[src/rtl/nig_pkg.sv]
package nig_pkg;

    typedef enum logic [1:0] {
        LVL_ALL    = 2'b00,
        LVL_HIONLY = 2'b01,
        LVL_NONE   = 2'b10,
        LVL_UNDEF  = 2'b11
    } lvl_e;

    typedef enum logic [1:0] {
        EV_HOLD,
        EV_STEP,
        EV_RESTORE,
        EV_SWLOAD
    } lvl_ev_e;

endpackage

[src/rtl/nig_prio_pick.sv]
module nig_prio_pick #(
    parameter int N  = 8,
    parameter int IW = 3
) (
    input  logic [N-1:0]  req_i,
    output logic          found_o,
    output logic [IW-1:0] idx_o
);

    logic [N-1:0] first;

    for (genvar g = 0; g < N; g++) begin : g_first
        if (g == 0) begin : g_lsb
            assign first[g] = req_i[g];
        end else begin : g_upper
            assign first[g] = req_i[g] & ~(|req_i[g-1:0]);
        end
    end

    assign found_o = |req_i;

    always_comb begin
        idx_o = '0;
        for (int i = 0; i < N; i++) begin
            if (first[i]) idx_o = IW'(i);
        end
    end

    // the chosen bit is set and no lower bit is set
    always_comb begin
        if (found_o) begin
            assert_pick_lowest_R5: assert (req_i[idx_o] && (first == (N'(1) << idx_o)));
        end
    end

endmodule

[src/rtl/nig_save_stack.sv]
module nig_save_stack #(
    parameter int DEPTH = 3,
    parameter int W     = 2
) (
    input  logic         clk,
    input  logic         rst,
    input  logic         push_i,
    input  logic         pop_i,
    input  logic [W-1:0] din_i,
    output logic [W-1:0] top_o,
    output logic         full_o,
    output logic         empty_o
);

    localparam int CW = $clog2(DEPTH + 1);

    logic [W-1:0]  slot [DEPTH];
    logic [CW-1:0] cnt;

    always_ff @(posedge clk) begin
        if (rst) begin
            cnt <= '0;
        end else if (push_i) begin
            cnt <= cnt + CW'(1);
        end else if (pop_i) begin
            cnt <= cnt - CW'(1);
        end
    end

    for (genvar g = 0; g < DEPTH; g++) begin : g_slot
        always_ff @(posedge clk) begin
            if (push_i && cnt == CW'(g)) slot[g] <= din_i;
        end
    end

    always_comb begin
        top_o = '0;
        for (int i = 0; i < DEPTH; i++) begin
            if (cnt == CW'(i + 1)) top_o = slot[i];
        end
    end

    assign full_o  = (cnt == CW'(DEPTH));
    assign empty_o = (cnt == '0);

    assert_no_push_full_R10: assert property (@(posedge clk) disable iff (rst)
        push_i |-> !full_o);
    assert_no_pop_empty_R11: assert property (@(posedge clk) disable iff (rst)
        pop_i |-> !empty_o);
    assert_push_pop_excl_R6: assert property (@(posedge clk) disable iff (rst)
        !(push_i && pop_i));
    assert_count_bound_R10: assert property (@(posedge clk) disable iff (rst)
        cnt <= CW'(DEPTH));

endmodule

[src/rtl/nig_level_ctl.sv]
module nig_level_ctl
    import nig_pkg::*;
(
    input  logic       clk,
    input  logic       rst,
    input  lvl_ev_e    ev_i,
    input  logic [1:0] pop_val_i,
    input  logic [1:0] sw_val_i,
    output lvl_e       lvl_o
);

    lvl_e lvl_q, lvl_nx;

    always_ff @(posedge clk) begin
        if (rst) lvl_q <= LVL_ALL;
        else     lvl_q <= lvl_nx;
    end

    always_comb begin
        lvl_nx = lvl_q;
        unique case (ev_i)
            EV_HOLD:    lvl_nx = lvl_q;
            EV_STEP: begin
                unique case (lvl_q)
                    LVL_ALL:    lvl_nx = LVL_HIONLY;
                    LVL_HIONLY: lvl_nx = LVL_NONE;
                    LVL_NONE:   lvl_nx = lvl_q;
                    LVL_UNDEF:  lvl_nx = lvl_q;
                endcase
            end
            EV_RESTORE: lvl_nx = lvl_e'(pop_val_i);
            EV_SWLOAD:  lvl_nx = lvl_e'(sw_val_i);
        endcase
    end

    assign lvl_o = lvl_q;

    assert_step_from_open_R6: assert property (@(posedge clk) disable iff (rst)
        (ev_i == EV_STEP) |-> (lvl_q == LVL_ALL || lvl_q == LVL_HIONLY));
    assert_step_legal_R6: assert property (@(posedge clk) disable iff (rst)
        (ev_i == EV_STEP && lvl_q == LVL_ALL) |=> (lvl_q == LVL_HIONLY));

endmodule

[src/rtl/nest_irq_gate.sv]
module nest_irq_gate
    import nig_pkg::*;
#(
    parameter int NUM_SRC     = 8,
    parameter int STACK_DEPTH = 3,
    parameter int IDX_W       = (NUM_SRC > 1) ? $clog2(NUM_SRC) : 1
) (
    input  logic               clk,
    input  logic               rst,
    input  logic [NUM_SRC-1:0] req_i,
    input  logic [NUM_SRC-1:0] hi_mask_i,
    input  logic               core_rdy_i,
    input  logic               ret_i,
    input  logic               sw_wr_i,
    input  logic [1:0]         sw_val_i,
    input  logic               en_wr_i,
    input  logic               en_val_i,
    output logic               accept_o,
    output logic [IDX_W-1:0]   accept_idx_o,
    output logic [1:0]         status_o,
    output logic               illegal_o,
    output logic               gie_o,
    output logic               wr_err_o,
    output logic               ovf_o,
    output logic               unf_o
);

    localparam logic [NUM_SRC-1:0] ONE_N = NUM_SRC'(1);

    lvl_e               lvl;
    lvl_ev_e            ev;
    logic               gie_q;
    logic [1:0]         top_val;
    logic               stk_full, stk_empty;
    logic [NUM_SRC-1:0] cls_req [2];
    logic [1:0]         cls_found;
    logic [IDX_W-1:0]   cls_idx [2];

    logic allow_hi, allow_lo, use_hi, cand, take, ovf_ev, pop, unf_ev, sw_ok, werr_ev;
    logic [IDX_W-1:0] sel_idx;

    // class 0 = high priority, class 1 = normal
    assign cls_req[0] = req_i & hi_mask_i;
    assign cls_req[1] = req_i & ~hi_mask_i;

    for (genvar c = 0; c < 2; c++) begin : g_cls
        nig_prio_pick #(.N(NUM_SRC), .IW(IDX_W)) pick_i (
            .req_i   (cls_req[c]),
            .found_o (cls_found[c]),
            .idx_o   (cls_idx[c])
        );
    end

    // gate by nesting level
    always_comb begin
        allow_hi = 1'b0;
        allow_lo = 1'b0;
        unique case (lvl)
            LVL_ALL:    begin allow_hi = 1'b1; allow_lo = 1'b1; end
            LVL_HIONLY: allow_hi = 1'b1;
            LVL_NONE:   ;
            LVL_UNDEF:  ;
        endcase
    end

    assign use_hi  = allow_hi && cls_found[0];
    assign cand    = gie_q && core_rdy_i && !ret_i && (use_hi || (allow_lo && cls_found[1]));
    assign sel_idx = use_hi ? cls_idx[0] : cls_idx[1];
    assign take    = cand && !stk_full;
    assign ovf_ev  = cand && stk_full;
    assign pop     = ret_i && !stk_empty;
    assign unf_ev  = ret_i && stk_empty;
    assign sw_ok   = sw_wr_i && !gie_q && !ret_i;
    assign werr_ev = sw_wr_i && !sw_ok;

    always_comb begin
        if (pop)        ev = EV_RESTORE;
        else if (take)  ev = EV_STEP;
        else if (sw_ok) ev = EV_SWLOAD;
        else            ev = EV_HOLD;
    end

    nig_level_ctl level_i (
        .clk       (clk),
        .rst       (rst),
        .ev_i      (ev),
        .pop_val_i (top_val),
        .sw_val_i  (sw_val_i),
        .lvl_o     (lvl)
    );

    nig_save_stack #(.DEPTH(STACK_DEPTH), .W(2)) stack_i (
        .clk     (clk),
        .rst     (rst),
        .push_i  (take),
        .pop_i   (pop),
        .din_i   (lvl),
        .top_o   (top_val),
        .full_o  (stk_full),
        .empty_o (stk_empty)
    );

    // global enable register
    always_ff @(posedge clk) begin
        if (rst)          gie_q <= 1'b0;
        else if (en_wr_i) gie_q <= en_val_i;
    end

    // registered strobes
    always_ff @(posedge clk) begin
        if (rst) begin
            accept_o     <= 1'b0;
            accept_idx_o <= '0;
            wr_err_o     <= 1'b0;
            ovf_o        <= 1'b0;
            unf_o        <= 1'b0;
        end else begin
            accept_o     <= take;
            accept_idx_o <= take ? sel_idx : '0;
            wr_err_o     <= werr_ev;
            ovf_o        <= ovf_ev;
            unf_o        <= unf_ev;
        end
    end

    assign status_o  = lvl;
    assign illegal_o = (lvl == LVL_UNDEF);
    assign gie_o     = gie_q;

    assert_gate_closed_R4: assert property (@(posedge clk) disable iff (rst)
        (lvl == LVL_NONE || lvl == LVL_UNDEF) |=> !accept_o);
    assert_ret_blocks_R8: assert property (@(posedge clk) disable iff (rst)
        ret_i |=> !accept_o);
    assert_accept_raises_R6: assert property (@(posedge clk) disable iff (rst)
        accept_o |-> (status_o == 2'($past(status_o) + 2'd1)));
    assert_hionly_src_R3: assert property (@(posedge clk) disable iff (rst)
        (accept_o && $past(lvl) == LVL_HIONLY) |->
        ((($past(hi_mask_i) >> accept_idx_o) & ONE_N) != '0));
    assert_wr_refused_R9: assert property (@(posedge clk) disable iff (rst)
        (sw_wr_i && gie_q) |=> wr_err_o);
    assert_ovf_hold_R10: assert property (@(posedge clk) disable iff (rst)
        ovf_ev |=> (ovf_o && !accept_o && status_o == $past(status_o)));
    assert_unf_hold_R11: assert property (@(posedge clk) disable iff (rst)
        unf_ev |=> (unf_o && status_o == $past(status_o)));
    assert_needs_enable_R2: assert property (@(posedge clk) disable iff (rst)
        (!gie_q || !core_rdy_i) |=> !accept_o);

endmodule

[config.mk]
export PLATFORM = sky130hd
export DESIGN_NAME = nest_irq_gate
export DESIGN_NICKNAME = d
export VERILOG_FILES = /design/src/rtl/nig_pkg.sv /design/src/rtl/nig_prio_pick.sv /design/src/rtl/nig_save_stack.sv /design/src/rtl/nig_level_ctl.sv /design/src/rtl/nest_irq_gate.sv
export SDC_FILE = /design/constraint.sdc
export NUM_CORES = 1
export LEC_CHECK = 0
export BUFFER_PORTS_ARGS = -buffer_cell sky130_fd_sc_hd__buf_4
export CAP_MARGIN = 20
export CORE_ASPECT_RATIO = 1.2
export CORE_MARGIN = 2
export CORE_UTILIZATION = 36
export CTS_BUF_LIST = sky130_fd_sc_hd__clkbuf_16
export DETAILED_ROUTE_END_ITERATION = 10
export PLACE_DENSITY = 0.61
export SYNTH_ARGS = -nofsm -noshare
export SYNTH_HDL_FRONTEND = slang
export SYNTH_SLANG_ARGS = --single-unit
[constraint.sdc]
create_clock -name clk -period 2.79 [get_ports clk]
set_input_delay 0.1395 -clock clk [delete_from_list [all_inputs] [get_ports clk]]
set_output_delay 0.1395 -clock clk [all_outputs]
set_load 0.005 [all_outputs]
# Word-level counts from Yosys, hierarchy flattened
# Memories as Yosys holds them, arrays and structs flattened.
# Index checks and enable logic that the tools add are counted.
# W data, S select, Z words.
totals:
  register_bits: 12
  ram_bits: 6
  input_bits: 25
  output_inout_bits: 11
  wordCells: 138
  mem_count: 1
op_classes:
  add_sub_neg: 2
  eq_ne: 10
  muxes: 39
  n_bitwise: 33
  reduce_logical: 45
memory_table:
  columns: ["memory", "depth", "word_bits", "rd", "rd_ports_with_merged_regs", "wr", "line", "source"]
  rows:
  - ["stack_i.slot", 3, 2, 3, 0, 1, "nig_save_stack.sv:17", "logic [W-1:0] slot [DEPTH];"]
ops:
  columns: ["op", "n"]
  rows:
  - ["$mux W3", 13]
  - ["$mux W2", 12]
  - ["$and A8 B8 Y8", 2]
  - ["$not A1 Y1", 16]
  - ["$reduce_or A8 Y1", 2]
  - ["$logic_and A1 B1 Y1", 15]
  - ["$and A1 B1 Y1", 14]
  - ["$reduce_or A2 Y1", 7]
  - ["$reduce_or A7 Y1", 2]
  - ["$eq A2 B2 Y1 const B", 6]
  - ["$mux W1", 12]
  - ["$reduce_or A6 Y1", 2]
  - ["$reduce_or A5 Y1", 2]
  - ["$not A8 Y8", 1]
  - ["$reduce_or A4 Y1", 2]
  - ["$eq A2 B1 Y1 const B", 3]
  - ["$logic_not A2 Y1", 3]
  - ["$pmux W2 S3", 1]
  - ["$reduce_or A3 Y1", 2]
  - ["$logic_not A1 Y1", 5]
  - ["$pmux W2 S2", 1]
  - ["$add A2 B1 Y2 const B", 1]
  - ["$ne A2 B2 Y1 const B", 1]
  - ["$reduce_and A2 Y1", 1]
  - ["3 further kinds", 3]

# Logic depth before layout (Yosys ltp)
# Gate-level depths: netlist of the first run.
depth:
  word_depth: 13
  mapped_depth: 8
  mapped_depth_nobuf: 7

# By module
# Synthesis of the first run repeated with hierarchy kept, for this count alone.
hier_totals:
  cells_unflattened: 121
  hier_area_um2: 1099.8
by_module_without_submodules:
  columns: ["mod", "n_inst", "cells_each", "area_each_um2", "seq_area_each_um2"]
  rows:
  - ["nest_irq_gate", 1, 49, 422.9, 160.2]
  - ["nig_save_stack", 1, 32, 399.1, 220.2]
  - ["nig_prio_pick", 2, 15, 87.6, 0.0]
  - ["nig_level_ctl", 1, 10, 102.6, 40.0]

# Least setup slack after synthesis of the first run
# No wires, ideal clock.
synth_timing:
  path_type: "register to register"
  start: "register stack_i.cnt[0]"
  end: "register level_i.lvl_q[1], in the netlist level_i.lvl_o[1]"
  setup_time_ns: 0.124
  t_arrival_ns: 1.409
  t_required_ns: 2.666
  path_slack_ns: 1.257
  path_stages_with_launch: 9
  n_path_buf: 1
  synth_period_minus_slack_ns: 1.533
  path_cell_list: "dfxtp_1 -> inv_1 -> ha_1 -> nor2b_1 -> clkbuf_1 -> nor2_1 -> a22o_1 -> a21oi_1 -> o2bb2ai_1"
synth_via:
  elab_chain_cells: 8
  elab_cells_between_ends: 21
  cone_classes: "eq/ne: 7; mux: 6; bitwise: 1; reduce/logical: 7"
synth_rtl:
  columns: ["element", "line", "source"]
  rows:
  - ["start: declaration", "nig_save_stack.sv:18", "logic [CW-1:0] cnt;"]
  - ["start signal: assignment", "nig_save_stack.sv:24", "cnt <= cnt + CW'(1);"]
  - ["start signal: assignment", "nig_save_stack.sv:26", "cnt <= cnt - CW'(1);"]
  - ["$eq A2 B2 Y1", "nig_save_stack.sv:39, nig_save_stack.sv:43", null]
  - ["$logic_not A1 Y1", "nest_irq_gate.sv:69", "assign take = cand && !stk_full;"]
  - ["$logic_and A1 B1 Y1", "nest_irq_gate.sv:69", null]
  - ["$mux W2", "nest_irq_gate.sv:78", "else if (take) ev = EV_STEP;"]
  - ["$mux W2", "nest_irq_gate.sv:77", "if (pop) ev = EV_RESTORE;"]
  - ["$eq A2 B1 Y1 / $logic_not A2 Y1 (equally long branches)", "nig_level_ctl.sv:21", "unique case (ev_i)"]
  - ["$ne A2 B2 Y1 (no source line) / $not A1 Y1 (equally long branches)", null, null]
  - ["$reduce_and A2 Y1 (no source line)", null, null]
  - ["end signal: assignment", "nig_level_ctl.sv:16", "else lvl_q <= lvl_nx;"]
  - ["end: declaration", "nig_level_ctl.sv:12", "lvl_e lvl_q, lvl_nx;"]
# Parallel ways exist; a longest one is shown, timed or not.
# A chain may end at the register's enable or synchronous reset.

# Final worst setup path of the first run
# Ends and elaborated chain as after synthesis.

==> results of run 1 <==
==> synthesized netlist by cell type (all sizes together) (4+ instances only) <==
cell and count:
dfxtp 12, o21ai 5, ha 4, nor2b 4
nor2 7, edfxtp 6, a21oi 9, a22oi 5
and2 6, nand2b 8, nand2 13, nor3 4
==> registers in the layout (all words and copies together), names as in the netlist <==
name,count
gie_o,1
stack_i.slot,6
level_i.lvl_o,2
wr_err_o,1
stack_i.cnt,2
unf_o,1
accept_o,1
ovf_o,1
accept_idx_o,3
==> cells by family (layout without fill, tap and decap cells) <==
kind of cell               Yosys count  count (layout)
DFF                                 18              18
buffers and inverters                7              42
adders and majority gates            4               4
muxes                                2               2
AOI/OAI and AO/OA                   36              36
and+or+nand+nor                     55              55
==> where the power goes <==
| part | switching, mW | internal [mW] | total [mW] |
|---|---|---|---|
| Sequential | 0.0173 | 0.285 | 0.303 |
| Clock | 0.0958 | 0.190 | 0.286 |
| Combinational | 0.0847 | 0.0872 | 0.172 |
==> worst register-to-register path, cell delays in order, from the launching register on <==
cell       delay, ns
dfxtp_1         0.41
inv_1           0.11
ha_1            0.23
nor2b_1         0.38
nor2_1          0.15
a22o_1          0.21
a21oi_1         0.13
o2bb2ai_1       0.09
==> per-stage QoR <==
step           worst slack (ns)  utilization [%]
3_5_place_dp              0.997             46.5
4_1_cts                   0.986             49.1
6_report                  0.966             49.1
5_1_grt                   0.793             49.1
2_1_floorplan              1.26                -
3_3_place_gp               1.14             46.5
==> routing by layer <==
| layer | track usage [%] | part of all wire, % | vias up | routed length (microns) |
|---|---|---|---|---|
| met4 | 13.1 | 3.5 | 0 | 95 |
| met2 | 31.1 | 55 | 37 | 1480 |
| met5 | 0 | 0 | - | 0 |
| li1 | - | - | 526 | - |
| met3 | 1.84 | 4.4 | 8 | 117 |
| met1 | 17.2 | 37 | 481 | 992 |
==> final cells by class <==
class                   instances  area, sq um  share of cell area, %
flip-flops and latches         18          420                   28.5
well taps                      36         45.0                   3.06
clock inverters                 1         3.75                  0.255
clock buffers                   3         75.1                   5.09
repair buffers                 35          263                   17.8
inverters                       3         11.3                  0.764
multi-input cells              97          656                   44.5
==> worst paths after layout <==
check	cells past startpoint	end	slack (ns)	from
setup / recovery	7	level_i.lvl_o[1]$_SDFFE_PP0P_	0.97	stack_i.cnt[0]$_SDFFE_PP0P_
hold / removal	3	gie_o$_SDFFE_PP0P_	0.13	en_val_i
setup reg to reg	7	level_i.lvl_o[1]$_SDFFE_PP0P_	0.97	stack_i.cnt[0]$_SDFFE_PP0P_
hold reg to reg	2	gie_o$_SDFFE_PP0P_	0.56	gie_o$_SDFFE_PP0P_
==> cells in the final DEF, fill, tap and decap left out, types with 4 or more instances in the layout <==
master / count
buf_4: 35
nand2_1: 13
dfxtp_1: 12
a21oi_1: 8
nand2b_1: 7
nor2_1: 7
edfxtp_1: 6
and2_1: 5
a22oi_1: 5
inv_1: 4
nor2b_1: 4
o21ai_0: 4
nor3_1: 4
ha_1: 4
==> run_results.csv, run 1 <==
group,metric,value,unit
floorplan,dieArea,3570,sq um
setup_path,max_stage_delay,0.41,ns
yosys,synthAdderAreaFrac,4.48,%
sta,post-route-min-period,1.82,ns
yosys,syn_inst,122,
yosys,synthMuxAreaShare,1.79,%
placed_design,port_buffers,35,
clock_tree,htreeDepth,1,
clock_tree,post_cts_buffers,0,
sta,rsz0062_at_grt,"false",
routing,drtIter0Drc,23,
global_routing,grt_first_pass_wirelength,4490,microns
yosys,synth_cell_type_count,44,
routing,ant_nets,0,
yosys,yosysWarnings,0,
layout,stdcell_count,193,
clock_tree,postCtsHoldBufs,0,
clock_tree,cts_resized,0,
sta,finalCritPeriodShare,65.4,%
yosys,synthArstFlopShare,0,%
layout,layout-drive-gt1-share,28.0,%
yosys,synth_xor_xnor_area_share,0,%
global_routing,grt_max_degree,15,
routing,viasPerCell,5.45,
yosys,ys_seq_elements,18,
placed_design,place_inst,189,
yosys,synth_top_cell_by_area,"dfxtp_1",
placed_design,dp_hpwl,2140,microns
setup_path,critPathKind,"reg2reg",
sta,finClkSkew,0.00267,ns
floorplan,start_util,37.2,%
yosys,synth_edf_count,6,
clock_tree,clk_pin_slew_worst_paths,0.05,ns
clock_tree,ctsLongestPathBuffers,2,
clock_tree,cts.sinks,18,
layout,antennaDiodeCount,0,
yosys,yosysTopAreaCellShare,21.5,%
global_routing,grt_pass1_vias,1109,
routing,wl_per_cell,13.9,microns
yosys,synth_area_leaders,"dfxtp_1, edfxtp_1, ha_1, nand2_1, nand2b_1",
sta,worst-slew-pin-transition,0.580,ns
setup_path,crit_arrival,1.96,ns
routing,drt_first_pass_iters,4,
routing,drc,0,
sta,drv_slew,0,
setup_path,critical_path.cell_chain,"inv_1 > ha_1 > nor2b_1 > nor2_1 > a22o_1 > a21oi_1 > o2bb2ai_1",
pwr,p_leak,0.626,nW
setup_path,path_buf_inv,1,
floorplan,dieWidth,54.9,microns
pwr,powerDensity,516,nW/um^2
floorplan,num_rows,22,
clock_tree,worstSkewPairLatency,0.25,ns
job,drv_cap,0,
floorplan,core-area,3000,sq um
clock_tree,cts_tree,"built",
routing,totalWireLength,2680,microns
clock_tree,cts-root-buf,"clkbuf_16",
setup_path,crit_family,"simple AND/OR/NAND/NOR gates",
worst_hold_path,hold_path.class,"in2reg",
global_routing,grt_overflow,0,
placed_design,gp_congestion,0.815,
yosys,syn_area_per_cell,9.16,sq um
sta,setup_viol,0,
layout,area_growth,31.9,%
pwr,total_power,761,uW
sta,timing.fmax,548,MHz
sta,hold_viol,0,
clock_tree,cts-buffers-inserted,3,
placed_design,place_area,1400,sq um
outcome,status,"completed",
floorplan,dieHeight,65.0,microns
sta,setup_tns,0,ns
global_routing,grt_antenna_before_repair,0,
yosys,ys_seq_area_share,37.6,%
routing,dr_total_vias,1052,
pwr,irDropWorstVdd,223,uV
yosys,synth_ff_type,"dfxtp_1",
yosys,synth.cell_area,1120,sq um
yosys,synthSimpleGateAreaFrac,29.0,%
sta,relSlewSlack,61.3,%
yosys,synth_top_family_by_area,"simple AND/OR/NAND/NOR gates",
setup_path,endpoint_kind,"register",
global_routing,grt.total_usage,17.4,%
layout,fillCellCount,304,
setup_path,cp_max_fo,7,
yosys,synth_fp_nets,151,
yosys,synth_compound_area_share,23.4,%
sta,whs,0.135,ns
setup_path,critPathSlowestCell,"dfxtp_1",
floorplan,ios,36,
layout,final_cell_area,1470,sq um
setup_path,required,2.93,ns
setup_path,critPathLaunchType,"register",
layout,nets,187,
Note: power is estimated with default switching activity, not from simulation.
==> run 2: changes to the inputs <==
clock period = 1.7 ns   (was 2.79 ns; I/O delays follow)
==> run 2 against run 1 <==
  * Core utilization up 1.3 points
  * Hold slack got worse by 0.064 ns
  * Sequential cell count did not move
  * Critical path depth unchanged
  * Power up 67%
  * Die area stayed put
  * First-iteration DRC count down 52%
  * Combinational power increased by 80%
  * Register-to-register slack got worse by 0.80 ns
  * Sequential share of layout area fell by 0.71 points
  * Critical path type unchanged
  * Largest cell class unchanged
  * Highest routed layer unchanged
==> run_results.csv, run 2 (synthesized netlist as in run 1, its figures left out) <==
group,metric,value,unit
outcome,status,"completed",
pwr,powerDensity,839,nW/um^2
global_routing,grt_max_degree,14,
placed_design,gp_congestion,0.826,
setup_path,crit_start,"stack_i.cnt[0]$_SDFFE_PP0P_",
clock_tree,cts_tree,"built",
layout,stdcell_count,198,
sta,timing.fmax,651,MHz
layout,final_common_cell,"buf_4",
placed_design,port_buffers,35,
layout,layout-drive-gt1-share,30.9,%
clock_tree,cts_resized,0,
sta,worst-slew-pin-transition,0.278,ns
clock_tree,post_cts_buffers,0,
floorplan,start_util,37.2,%
setup_path,critPathLaunchType,"register",
placed_design,place_inst,194,
routing,wl_per_cell,13.7,microns
setup_path,critPathSlowestCell,"dfxtp_1",
layout,largest_register_ffs,6,
routing,dr_total_vias,1053,
job,drv_cap,0,
layout,registers.top_by_ff_count,"stack_i.slot",
sta,finClkSkew,0.00138,ns
layout,top_regs,"stack_i.slot: 6 flops, accept_idx_o: 3 flops",
setup_path,crit_arrival,1.67,ns
setup_path,reg2reg_from,"stack_i.cnt[0]$_SDFFE_PP0P_",
routing,ant_nets,0,
sta,hold_viol,0,
setup_path,critical_path.cell_chain,"inv_1 > ha_1 > nor2b_1 > nor2_1 > a22o_1 > a21oi_1 > o2bb2ai_1",
layout,fillCellCount,300,
global_routing,grt_overflow,0,
sta,post-route-min-period,1.54,ns
setup_path,endpoint_kind,"register",
routing,drtIter0Drc,11,
clock_tree,ctsLongestPathBuffers,2,
pwr,sequentialPowerShare,38.3,%
global_routing,grt.total_usage,17.5,%
clock_tree,cts-buffers-inserted,3,
layout,final_cell_area,1510,sq um
pwr,total_power,1.27,mW
pwr,switching_share,26.1,%
layout,antennaDiodeCount,0,
clock_tree,worstSkewPairLatency,0.25,ns
layout,mostFrequentLayoutCells,"buf_4, nand2_1, dfxtp_1",
layout,nets,192,
floorplan,dieHeight,65.0,microns
layout,area_growth,35.3,%
routing,viasPerCell,5.32,
pwr,p_switching,331,uW
clock_tree,cts.sinks,18,
routing,drc,0,
setup_path,crit_family,"compound AO/OA/AOI/OAI gates",
worst_hold_path,hold_path.class,"in2reg",
placed_design,place_area,1430,sq um
global_routing,grt_antenna_before_repair,0,
sta,relSlewSlack,81.3,%
layout,utilization,50.4,%
clock_tree,postCtsHoldBufs,0,
pwr,clkPwrFrac,37.2,%
setup_path,cp_max_fo,5,
placed_design,dp_hpwl,2240,microns
floorplan,core-area,3000,sq um
pwr,irDropWorstVdd,475,uV
clock_tree,cts-root-buf,"clkbuf_16",
clock_tree,clk_pin_slew_worst_paths,0.05,ns
setup_path,critPathKind,"reg2reg",
setup_path,required,1.83,ns
sta,finalCritPeriodShare,90.4,%
pwr,p_comb_share,24.5,%
setup_path,max_stage_delay,0.40,ns
floorplan,ios,36,
worst_hold_path,min-delay-start,"en_val_i",
floorplan,num_rows,22,
setup_path,path_buf_inv,1,
routing,totalWireLength,2720,microns
clock_tree,htreeDepth,1,
sta,rsz0062_at_grt,"false",
sta,setup_viol,0,
pwr,p_int,937,uW
floorplan,dieWidth,54.9,microns
floorplan,dieArea,3570,sq um
sta,drv_slew,0,
global_routing,grt_pass1_vias,1071,
pwr,p_leak,0.652,nW
global_routing,grt_first_pass_wirelength,4440,microns
routing,drt_first_pass_iters,4,
sta,setup_tns,0,ns
==> run 2: cell types whose count changed in the layout (fill, tap and decap cells not counted), sizes merged <==
| cell | delta |
|---|---|
| buf | +5 |
==> run 2: layout make-up <==
type / count / area, sq um / share of cell area, %
tap: 36 / 45.0 / 2.98
inverter: 3 / 11.3 / 0.745
sequential: 18 / 420 / 27.8
clock buffer: 3 / 75.1 / 4.97
multi-input combinational: 97 / 656 / 43.4
timing repair buffer: 40 / 300 / 19.9
clock inverter: 1 / 3.75 / 0.248
==> run 2: path summary, 6_finish.rpt <==
path | cells past startpoint | end | slack [ns]
setup / recovery | 7 | level_i.lvl_o[1]$_SDFFE_PP0P_ | 0.16
hold / removal | 3 | gie_o$_SDFFE_PP0P_ | 0.07
setup reg to reg | 7 | level_i.lvl_o[1]$_SDFFE_PP0P_ | 0.16
hold reg to reg | 2 | gie_o$_SDFFE_PP0P_ | 0.55
==> run 2: power groups by stage <==
stage | Sequential [mW] | Clock [mW] | Combinational (mW)
after floorplan | 0.495 | 0 | 0.185
after global placement | 0.494 | 0 | 0.308
after detailed placement | 0.494 | 0 | 0.314
after CTS | 0.485 | 0.478 | 0.315
after global routing | 0.488 | 0.510 | 0.348
final | 0.486 | 0.472 | 0.310
==> run 2: per-layer routing <==
layer	global-route usage (%)	routed length, microns
met3	2.76	110
met2	33.8	1580
met4	8.44	59
met1	16.6	974
met5	0	0
==> run 2: metrics by stage <==
stage / setup WS, ns / hold WS [ns]
2_1_floorplan: 0.167 / 0.199
3_3_place_gp: 0.143 / 0.327
3_5_place_dp: 0.101 / 0.334
4_1_cts: 0.153 / 0.0762
5_1_grt: 0.0164 / 0.104
6_report: 0.163 / 0.0714
==> run 2: worst reg2reg max path: stages (launching register included) <==
cell	delay [ns]
dfxtp_1	0.40
inv_1	0.10
ha_1	0.24
nor2b_1	0.16
nor2_1	0.10
a22o_1	0.19
a21oi_1	0.13
o2bb2ai_1	0.10
==> run 3: changes to the inputs <==
CELL_PAD_IN_SITES_DETAIL_PLACEMENT = 0   (was default)
CELL_PAD_IN_SITES_GLOBAL_PLACEMENT = 1   (was default)
CORE_ASPECT_RATIO = default   (was 1.2)
CTS_BUF_LIST = default   (was sky130_fd_sc_hd__clkbuf_16)
PLACE_DENSITY = 0.78   (was 0.61)
==> run 3 against run 2 <==
  * Highest routed layer unchanged
  * Largest power group unchanged
  * Combinational power about the same
  * Count of clock-buffer cells in the layout is 1 higher
  * Critical path type unchanged
  * First-iteration DRC count rose to 3.5 times the previous value
  * Register-to-register slack better by 0.04 ns
  * Sequential power about the same
  * Power shrank 17%
  * Wire length fell by 4.4%
==> run_results.csv, run 3 (synthesized netlist as in run 1, its figures left out) <==
group,metric,value,unit
outcome,status,"completed",
global_routing,grt_antenna_before_repair,0,
setup_path,max_stage_delay,0.38,ns
routing,drtIter0Drc,38,
placed_design,port_buffers,35,
layout,final_common_cell,"buf_4",
layout,antennaDiodeCount,0,
sta,post-route-min-period,1.50,ns
worst_hold_path,hold_path.class,"in2reg",
job,drv_cap,0,
setup_path,crit_family,"flip-flops",
sta,drv_slew,0,
clock_tree,cts.sinks,18,
routing,viasPerCell,5.25,
sta,setup_viol,0,
clock_tree,htreeDepth,1,
clock_tree,cts_tree,"built",
layout,utilization,48.8,%
setup_path,crit_arrival,1.72,ns
global_routing,grt_max_degree,14,
clock_tree,ctsLongestPathBuffers,2,
layout,register_area,422,sq um
routing,totalWireLength,2600,microns
layout,multiInputGateArea,656,sq um
placed_design,gp_congestion,0.806,
layout,area_growth,31.2,%
setup_path,critPathSlowestCell,"dfxtp_2",
setup_path,worstSetupPathDepth,7,
floorplan,dieWidth,59.7,microns
setup_path,cp_max_fo,6,
pwr,p_leak,0.632,nW
placed_design,pre_cts_ws,0.106,ns
layout,largest_register_ffs,6,
layout,final_cell_area,1470,sq um
setup_path,critPathKind,"reg2reg",
placed_design,dp_hpwl,2090,microns
floorplan,core-area,3000,sq um
setup_path,r2r-end,"stack_i.cnt[1]$_SDFFE_PP0P_",
layout,mostFrequentLayoutCells,"buf_4, nand2_1, dfxtp_1",
pwr,switching_share,28.4,%
layout,registers.top_by_ff_count,"stack_i.slot",
worst_hold_path,min-delay-start,"ret_i",
layout,stdcell_count,195,
setup_path,path_buf_inv,2,
sta,relSlewSlack,80.3,%
pwr,p_int,755,uW
pwr,p_switching,300,uW
sta,setup_tns,0,ns
layout,layout-drive-gt1-share,31.5,%
sta,timing.fmax,669,MHz
clock_tree,cts-root-buf,"clkbuf_4",
routing,drc,0,
setup_path,r2r_slack,0.20,ns
routing,ant_nets,0,
routing,wl_per_cell,13.3,microns
global_routing,grt_overflow,0,
placed_design,place_area,1430,sq um
setup_path,crit_start,"stack_i.cnt[0]$_SDFFE_PP0P_",
global_routing,grt_pass1_vias,968,
sta,whs,0.0222,ns
floorplan,ios,36,
sta,finalCritPeriodShare,88.0,%
routing,dr_total_vias,1024,
setup_path,reg2reg_from,"stack_i.cnt[0]$_SDFFE_PP0P_",
layout,fillCellCount,302,
sta,finClkSkew,0.00879,ns
placed_design,place_inst,191,
layout,nets,192,
sta,setup_slack,0.204,ns
pwr,clkPwrFrac,24.8,%
pwr,powerDensity,719,nW/um^2
pwr,p_comb_share,29.2,%
routing,drt_first_pass_iters,6,
global_routing,grt_first_pass_wirelength,4270,microns
setup_path,required,1.93,ns
floorplan,dieArea,3570,sq um
clock_tree,clk_pin_slew_worst_paths,0.11,ns
global_routing,grt.total_usage,16.1,%
clock_tree,worstSkewPairLatency,0.30,ns
layout,top_regs,"stack_i.slot: 6 flops, accept_idx_o: 3 flops",
floorplan,num_rows,20,
pwr,sequentialPowerShare,46.0,%
setup_path,r2r_cells,7,
setup_path,critical_path.cell_chain,"inv_1 > ha_1 > nor2b_1 > buf_4 > nor2_1 > a211o_1 > mux2i_1",
sta,hold_viol,0,
setup_path,worstSetupEndpoint,"stack_i.cnt[1]$_SDFFE_PP0P_",
setup_path,critPathLaunchType,"register",
sta,rsz0062_at_grt,"false",
pwr,irDropWorstVdd,254,uV
clock_tree,cts-buffers-inserted,3,
floorplan,start_util,37.2,%
sta,worst-slew-pin-transition,0.294,ns
setup_path,endpoint_kind,"register",
floorplan,dieHeight,59.7,microns
pwr,total_power,1.05,mW
## run 3: cell type report
type                    instances  share of cell area, %
flip-flops and latches         18                   28.8
multi-input cells              97                   44.7
clock buffers                   4                   2.47
inverters                       3                  0.768
well taps                      33                   2.82
repair buffers                 40                   20.5
## run 3: routing by layer
metal	track usage, %	vias up	routed length, microns
met1	19.7	462	1160
met2	27.2	22	1300
met3	3.90	5	108
met4	5.71	0	38
met5	0	-	0
li1	-	535	-
## run 3: how the worst min path moves through the flow
| stage | end | slack, ns | depth (start not counted) |
|---|---|---|---|
| 5_1_grt | unf_o$_SDFF_PP0_ | 0.01 | 3 |
| 2_1_floorplan | unf_o$_SDFF_PP0_ | 0.20 | 2 |
| 3_3_place_gp | unf_o$_SDFF_PP0_ | 0.33 | 3 |
| 4_1_cts | unf_o$_SDFF_PP0_ | 0.01 | 3 |
| 6_report | unf_o$_SDFF_PP0_ | 0.02 | 3 |
| 3_5_place_dp | unf_o$_SDFF_PP0_ | 0.34 | 3 |
## run 3: worst reg2reg max path: stages, from the launching register on
cell     delay [ns]
dfxtp_2        0.38
inv_1          0.08
ha_1           0.24
nor2b_1        0.15
buf_4          0.16
nor2_1         0.04
a211o_1        0.26
mux2i_1        0.11
## run 3: timing repair
action	4_1_cts	5_1_grt
resized for setup	0	1
endpoints found under the setup margin	0	2
setup buffers	0	0
hold buffers	0	0
## run 3: power by group through the flow
| stage | Combinational [mW] | Clock, mW | Sequential [mW] |
|---|---|---|---|
| final | 0.308 | 0.262 | 0.485 |
| after global routing | 0.348 | 0.291 | 0.488 |
| after CTS | 0.312 | 0.272 | 0.484 |
| after detailed placement | 0.310 | 0 | 0.494 |
| after global placement | 0.308 | 0 | 0.493 |
| after floorplan | 0.185 | 0 | 0.495 |
